[src/rtl/pser_pkg.sv]
package pser_pkg;
    typedef enum logic {
        ST_IDLE = 1'b0,
        ST_SEND = 1'b1
    } pser_state_e;
endpackage

[src/rtl/pser_count.sv]
module pser_count #(
    parameter int DATA_W = 8,
    parameter int STEP_W = 2,
    parameter int SIZE_W = 4
) (
    input  logic              clk,
    input  logic              rst_n,
    input  logic [SIZE_W-1:0] size_i,
    input  logic              accept_i,
    input  logic              adv_i,
    input  logic              busy_i,
    output logic [SIZE_W-1:0] eff_o,
    output logic              size_ok_o,
    output logic              last_o
);
    localparam logic [SIZE_W-1:0] MAXSZ = SIZE_W'(DATA_W);
    localparam logic [SIZE_W-1:0] STEP  = SIZE_W'(STEP_W);

    logic [SIZE_W-1:0] rem_q;

    // clamp the requested size
    always_comb begin
        eff_o     = (size_i > MAXSZ) ? MAXSZ : size_i;
        size_ok_o = (eff_o != '0);
        last_o    = (rem_q <= STEP);
    end

    always_ff @(posedge clk or negedge rst_n) begin
        if (!rst_n) begin
            rem_q <= '0;
        end else if (accept_i) begin
            rem_q <= eff_o;
        end else if (adv_i) begin
            rem_q <= last_o ? '0 : rem_q - STEP;
        end
    end

    assert_busy_has_bits_R8: assert property (@(posedge clk) disable iff (!rst_n)
        busy_i |-> (rem_q != '0));
    assert_idle_empty_R10: assert property (@(posedge clk) disable iff (!rst_n)
        !busy_i |-> (rem_q == '0));
endmodule

[src/rtl/pser_sreg.sv]
module pser_sreg #(
    parameter int DATA_W = 8,
    parameter int STEP_W = 2,
    parameter int SIZE_W = 4
) (
    input  logic              clk,
    input  logic              rst_n,
    input  logic [DATA_W-1:0] data_i,
    input  logic [SIZE_W-1:0] eff_i,
    input  logic              lsb_i,
    input  logic              accept_i,
    input  logic              adv_i,
    input  logic              busy_i,
    output logic [STEP_W-1:0] ser_o
);
    logic [DATA_W-1:0] sreg_q;
    logic              lsb_q;
    logic [DATA_W-1:0] keep_mask;

    always_comb begin
        keep_mask = ~({DATA_W{1'b1}} << eff_i);
    end

    always_ff @(posedge clk or negedge rst_n) begin
        if (!rst_n) begin
            sreg_q <= '0;
            lsb_q  <= 1'b0;
        end else if (accept_i) begin
            lsb_q  <= lsb_i;
            // only the low eff_i bits are sent
            sreg_q <= lsb_i ? (data_i & keep_mask)
                            : (data_i << (SIZE_W'(DATA_W) - eff_i));
        end else if (adv_i) begin
            sreg_q <= lsb_q ? (sreg_q >> STEP_W) : (sreg_q << STEP_W);
        end
    end

    always_comb begin
        if (!busy_i)    ser_o = '0;
        else if (lsb_q) ser_o = sreg_q[STEP_W-1:0];
        else            ser_o = sreg_q[DATA_W-1 -: STEP_W];
    end

    assert_hold_no_shift_R7: assert property (@(posedge clk) disable iff (!rst_n)
        (busy_i && !adv_i) |=> $stable(sreg_q));
    assert_drained_idle_R8: assert property (@(posedge clk) disable iff (!rst_n)
        !busy_i |-> (sreg_q == '0));
endmodule

[src/rtl/pser_fsm.sv]
module pser_fsm
    import pser_pkg::*;
(
    input  logic clk,
    input  logic rst_n,
    input  logic load_i,
    input  logic shift_i,
    input  logic size_ok_i,
    input  logic last_i,
    output logic accept_o,
    output logic adv_o,
    output logic busy_o
);
    pser_state_e state_q, state_d;

    always_ff @(posedge clk or negedge rst_n) begin
        if (!rst_n) state_q <= ST_IDLE;
        else        state_q <= state_d;
    end

    always_comb begin
        state_d = state_q;
        unique case (state_q)
            ST_IDLE: if (load_i && size_ok_i)  state_d = ST_SEND; // ACCEPT
            ST_SEND: if (shift_i && last_i)    state_d = ST_IDLE; // FINISH, else HOLD
            default:                           state_d = ST_IDLE;
        endcase
    end

    always_comb begin
        busy_o   = (state_q == ST_SEND);
        accept_o = (state_q == ST_IDLE) && load_i && size_ok_i;
        adv_o    = (state_q == ST_SEND) && shift_i;
    end

    assert_stay_until_last_R4: assert property (@(posedge clk) disable iff (!rst_n)
        (state_q == ST_SEND && !(shift_i && last_i)) |=> (state_q == ST_SEND));
    assert_refuse_busy_R3: assert property (@(posedge clk) disable iff (!rst_n)
        (state_q == ST_SEND) |-> !accept_o);
endmodule

[src/rtl/pser_shifter.sv]
module pser_shifter #(
    parameter int DATA_W = 8,
    parameter int STEP_W = 2,
    parameter int SIZE_W = $clog2(DATA_W + 1)
) (
    input  logic              clk,
    input  logic              rst_n,
    input  logic              load_i,
    input  logic [DATA_W-1:0] data_i,
    input  logic [SIZE_W-1:0] size_i,
    input  logic              lsb_first_i,
    input  logic              shift_i,
    output logic [STEP_W-1:0] ser_o,
    output logic              access_o,
    output logic              stall_o
);
    logic              accept, adv, busy, size_ok, last;
    logic [SIZE_W-1:0] eff;

    pser_fsm u_fsm (
        .clk(clk), .rst_n(rst_n), .load_i(load_i), .shift_i(shift_i),
        .size_ok_i(size_ok), .last_i(last),
        .accept_o(accept), .adv_o(adv), .busy_o(busy)
    );

    pser_count #(.DATA_W(DATA_W), .STEP_W(STEP_W), .SIZE_W(SIZE_W)) u_count (
        .clk(clk), .rst_n(rst_n), .size_i(size_i), .accept_i(accept),
        .adv_i(adv), .busy_i(busy), .eff_o(eff), .size_ok_o(size_ok), .last_o(last)
    );

    pser_sreg #(.DATA_W(DATA_W), .STEP_W(STEP_W), .SIZE_W(SIZE_W)) u_sreg (
        .clk(clk), .rst_n(rst_n), .data_i(data_i), .eff_i(eff), .lsb_i(lsb_first_i),
        .accept_i(accept), .adv_i(adv), .busy_i(busy), .ser_o(ser_o)
    );

    always_comb begin
        access_o = busy;
        stall_o  = busy;
    end

    assert_idle_quiet_R10: assert property (@(posedge clk) disable iff (!rst_n)
        !stall_o |-> (ser_o == '0));
    assert_accept_next_R2: assert property (@(posedge clk) disable iff (!rst_n)
        (!stall_o && load_i && size_i != '0) |=> access_o);
endmodule

[config.mk]
export PLATFORM = sky130hd
export DESIGN_NAME = pser_shifter
export DESIGN_NICKNAME = d
export VERILOG_FILES = /design/src/rtl/pser_pkg.sv /design/src/rtl/pser_count.sv /design/src/rtl/pser_sreg.sv /design/src/rtl/pser_fsm.sv /design/src/rtl/pser_shifter.sv
export SDC_FILE = /design/constraint.sdc
export NUM_CORES = 1
export LEC_CHECK = 0
export BUFFER_PORTS_ARGS = -buffer_cell sky130_fd_sc_hd__buf_4
export CORE_ASPECT_RATIO = 0.75
export CORE_MARGIN = 2
export CORE_UTILIZATION = 55
export CTS_CLUSTER_SIZE = 10
export DETAILED_ROUTE_END_ITERATION = 8
export PLACE_DENSITY_LB_ADDON = 0.2
export SYNTH_ARGS = -nofsm -noshare
export SYNTH_HDL_FRONTEND = slang
export SYNTH_SLANG_ARGS = --single-unit
[constraint.sdc]
create_clock -name clk -period 1.9 [get_ports clk]
set_input_delay 0.38 -clock clk [delete_from_list [all_inputs] [get_ports clk]]
set_output_delay 0.38 -clock clk [all_outputs]
set_load 0.01 [all_outputs]
==> results.toml <==
[status]
status = "complete, no violations"

[power]
power_density_nw_per_um2 = 1080
ir_drop_v = 0.00113
p_leak_uw = 0.000709

[drt]
routedWlPerCell_um = 16.5
routed_via_density = 6.20
drt-total-wl_um = 3230
drt.antenna.violating_nets = 0
routed-via-count = 1216
dr.pass1.iters = 4
drtIter0Drc = 66
drc = 0

[floorplan]
rows = 14
fp.dieH_um = 44.5
dieWidth_um = 58.0
ioPinCount = 21
initial_utilization_pct = 59.1
die-area_um2 = 2580
coreArea_um2 = 2030

[critical_path]
crit_chain = "buf_4, nand2b_4, inv_1, ha_1, mux4_2, mux2_4, nand3_2, o211ai_2"
arrival_ns = 1.94
slowest_delay_ns = 0.51
cp-end-kind = "register"
cpLargestDelayFamily = "multiplexers"
critPathLaunchType = "primary input"
crit_type = "in -> reg"
cp_slowest_cell = "mux4_2"
critPathLaunch = "size_i[3]"
worstReg2RegStart = "u_fsm.busy_o$_DFF_PN0_"
required_ns = 2.08
cp_num_buf_inv = 2
path_max_fanout = 3

[finish]
antenna_cells = 0
drive_gt1_share_pct = 32.6
area_delta_synth_final_pct = 29.6
final_cell_area_um2 = 1560
final_util_pct = 76.6
instances_no_fill = 196
nets = 195

[clock_network]
cts_tree = "yes"
clkSinkCount = 14
clkTransAtPathRegs_ns = 0.09
worst_skew_pair.late_latency_ns = 0.29
htree_num_levels = 1
numCtsBuffers = 3
cts-root-buf = "clkbuf_4"
cts.path.max_buffers = 2

[logic_synthesis]
ys_top_cells_by_area = "dfrtp_1, mux2i_1, ha_1, a211oi_1, mux4_2"
synth.top_cell.area_share_pct = 29.2
synth_seq_area_share_pct = 29.2
syn_inst = 139
syn_area_um2 = 1200
synth_area_per_cell_um2 = 8.64
synthTopCellsByCount = "dfrtp_1, mux2i_1, nand2_1, nor2_1, a211oi_1"
synth_edf_count = 0
async_flop_share_pct = 100
syn_nets = 161
ys_types = 36
ys.flop_type = "dfrtp_1"
yosysTopAreaCell = "dfrtp_1"
yosys_warnings = 0
synth.most_common_cell = "dfrtp_1"
yosys_register_bits = 14

[sta]
clock_skew_ns = 0.00358
rsz0062_at_grt = "no"
relSlewSlack_pct = 60.4
slew_violations = 0
finalCriticalPeriod_ns = 1.75
timing.fmax_mhz = 570
hold_ws_ns = 0.382
finalSetupViolations = 0
worst_pin_slew_ns = 0.591
hold_viol_final = 0
fin_crit_sh_pct = 92.3

[placement]
dpl.hpwl_um = 2480
dp.cells = 191
gp_congestion = 0.956
place.port_buffers = 20
place_area_um2 = 1510

[global_route]
grt_use_total_pct = 28.4
grt_pass1_vias = 1148
grt_overflow = 0
antenna_found_initial = 0
grt_max_degree = 18
grt_pass1_wl_um = 5410

[hold_path]
hold_start = "shift_i"
hold_class = "in -> reg"

[flow_run]
cap_violations = 0
## layer usage
metal	up-vias	GRT usage (%)	wire, um
li1	579	-	-
met1	582	37.2	1420
met2	51	47.7	1560
met3	4	6.14	212
met4	0	7.91	36
met5	-	0	0
## cell type report
| class | count | area, um^2 |
|---|---|---|
| timing repair buffer | 39 | 295 |
| tap | 24 | 30.0 |
| clock buffer | 4 | 36.3 |
| inverter | 7 | 28.8 |
| multi-input combinational | 108 | 816 |
| sequential | 14 | 350 |
| fill | 152 | 475 |
## report_power, final
group | leakage, uW | internal, uW | switching [uW]
clock | 0.0000210 | 117 | 106
sequential | 0.000172 | 439 | 168
combinational | 0.000517 | 442 | 415
## final timing paths
check                                               end  slack, ns  cells past startpoint
setup / recovery           u_sreg.sreg_q[7]$_DFFE_PN0P_       0.15                      8
hold / removal                   u_fsm.busy_o$_DFF_PN0_       0.38                      3
setup reg to reg           u_sreg.sreg_q[2]$_DFFE_PN0P_       0.37                      6
hold reg to reg            u_count.rem_q[0]$_DFFE_PN0P_       0.51                      2
max in group asynchronous  u_count.rem_q[2]$_DFFE_PN0P_       1.27                      2
min in group asynchronous  u_sreg.sreg_q[6]$_DFFE_PN0P_       0.46                      2
## layout by cell type, fill, tap and decap left out, types with 2 or more instances in the layout
master	netlist	final
nor2b_1	4	3
a31oi_1	6	6
dfrtp_1	14	14
o21ai_0	4	4
nand3_1	3	3
nor3_1	5	5
ha_1	5	3
clkbuf_4	0	3
o211ai_1	4	4
a21o_1	2	2
buf_4	1	38
inv_1	7	6
nand2_1	11	11
mux2_4	1	2
mux2i_1	13	13
nor3b_1	2	2
ha_4	0	2
nand2b_1	5	4
a21oi_1	7	7
mux4_2	2	2
a211oi_1	8	8
nor2_1	10	10
o22ai_1	3	3
## timing repair
| item | CTS | global route |
|---|---|---|
| endpoints found under the hold margin | 14 | 0 |
| hold buffers | 1 | 0 |
| setup buffers | 0 | 0 |
| gates resized for setup | 0 | 0 |
## flip-flops by register name (all words and copies together) (netlist names)
signal / flops
u_count.rem_q: 4
u_sreg.lsb_q: 1
u_sreg.sreg_q: 8
u_fsm.busy_o: 1
## logic make-up (layout without fill, tap and decap cells)
logic type               after synthesis  in the layout  share of synthesized area [%]
AND/OR/NAND/NOR                       45             45                           18.8
AO/OA/AOI/OAI                         40             40                           22.6
multiplexers                          18             18                           17.7
buffers and inverters                 17             50                           6.56
flip-flops                            14             14                           29.2
adder cells (fa/ha/maj)                5              5                           5.21
## stage by stage
step	TNS, ns	total power [uW]	worst slack (ns)
after global routing	0	1800	0.0446
after global placement	-0.344	1410	-0.102
after detailed placement	-0.642	1450	-0.169
after CTS	0	1680	0.145
after floorplan	-0.444	1170	-0.163
final	0	1690	0.146
## worst min-delay path: cells and delay by family
family | cells | cell delay (ns)
buf+inv | 1 | 0.12
compound gates | 1 | 0.10
simple gates | 1 | 0.05
No activity file was read; power rests on OpenSTA's default activity.
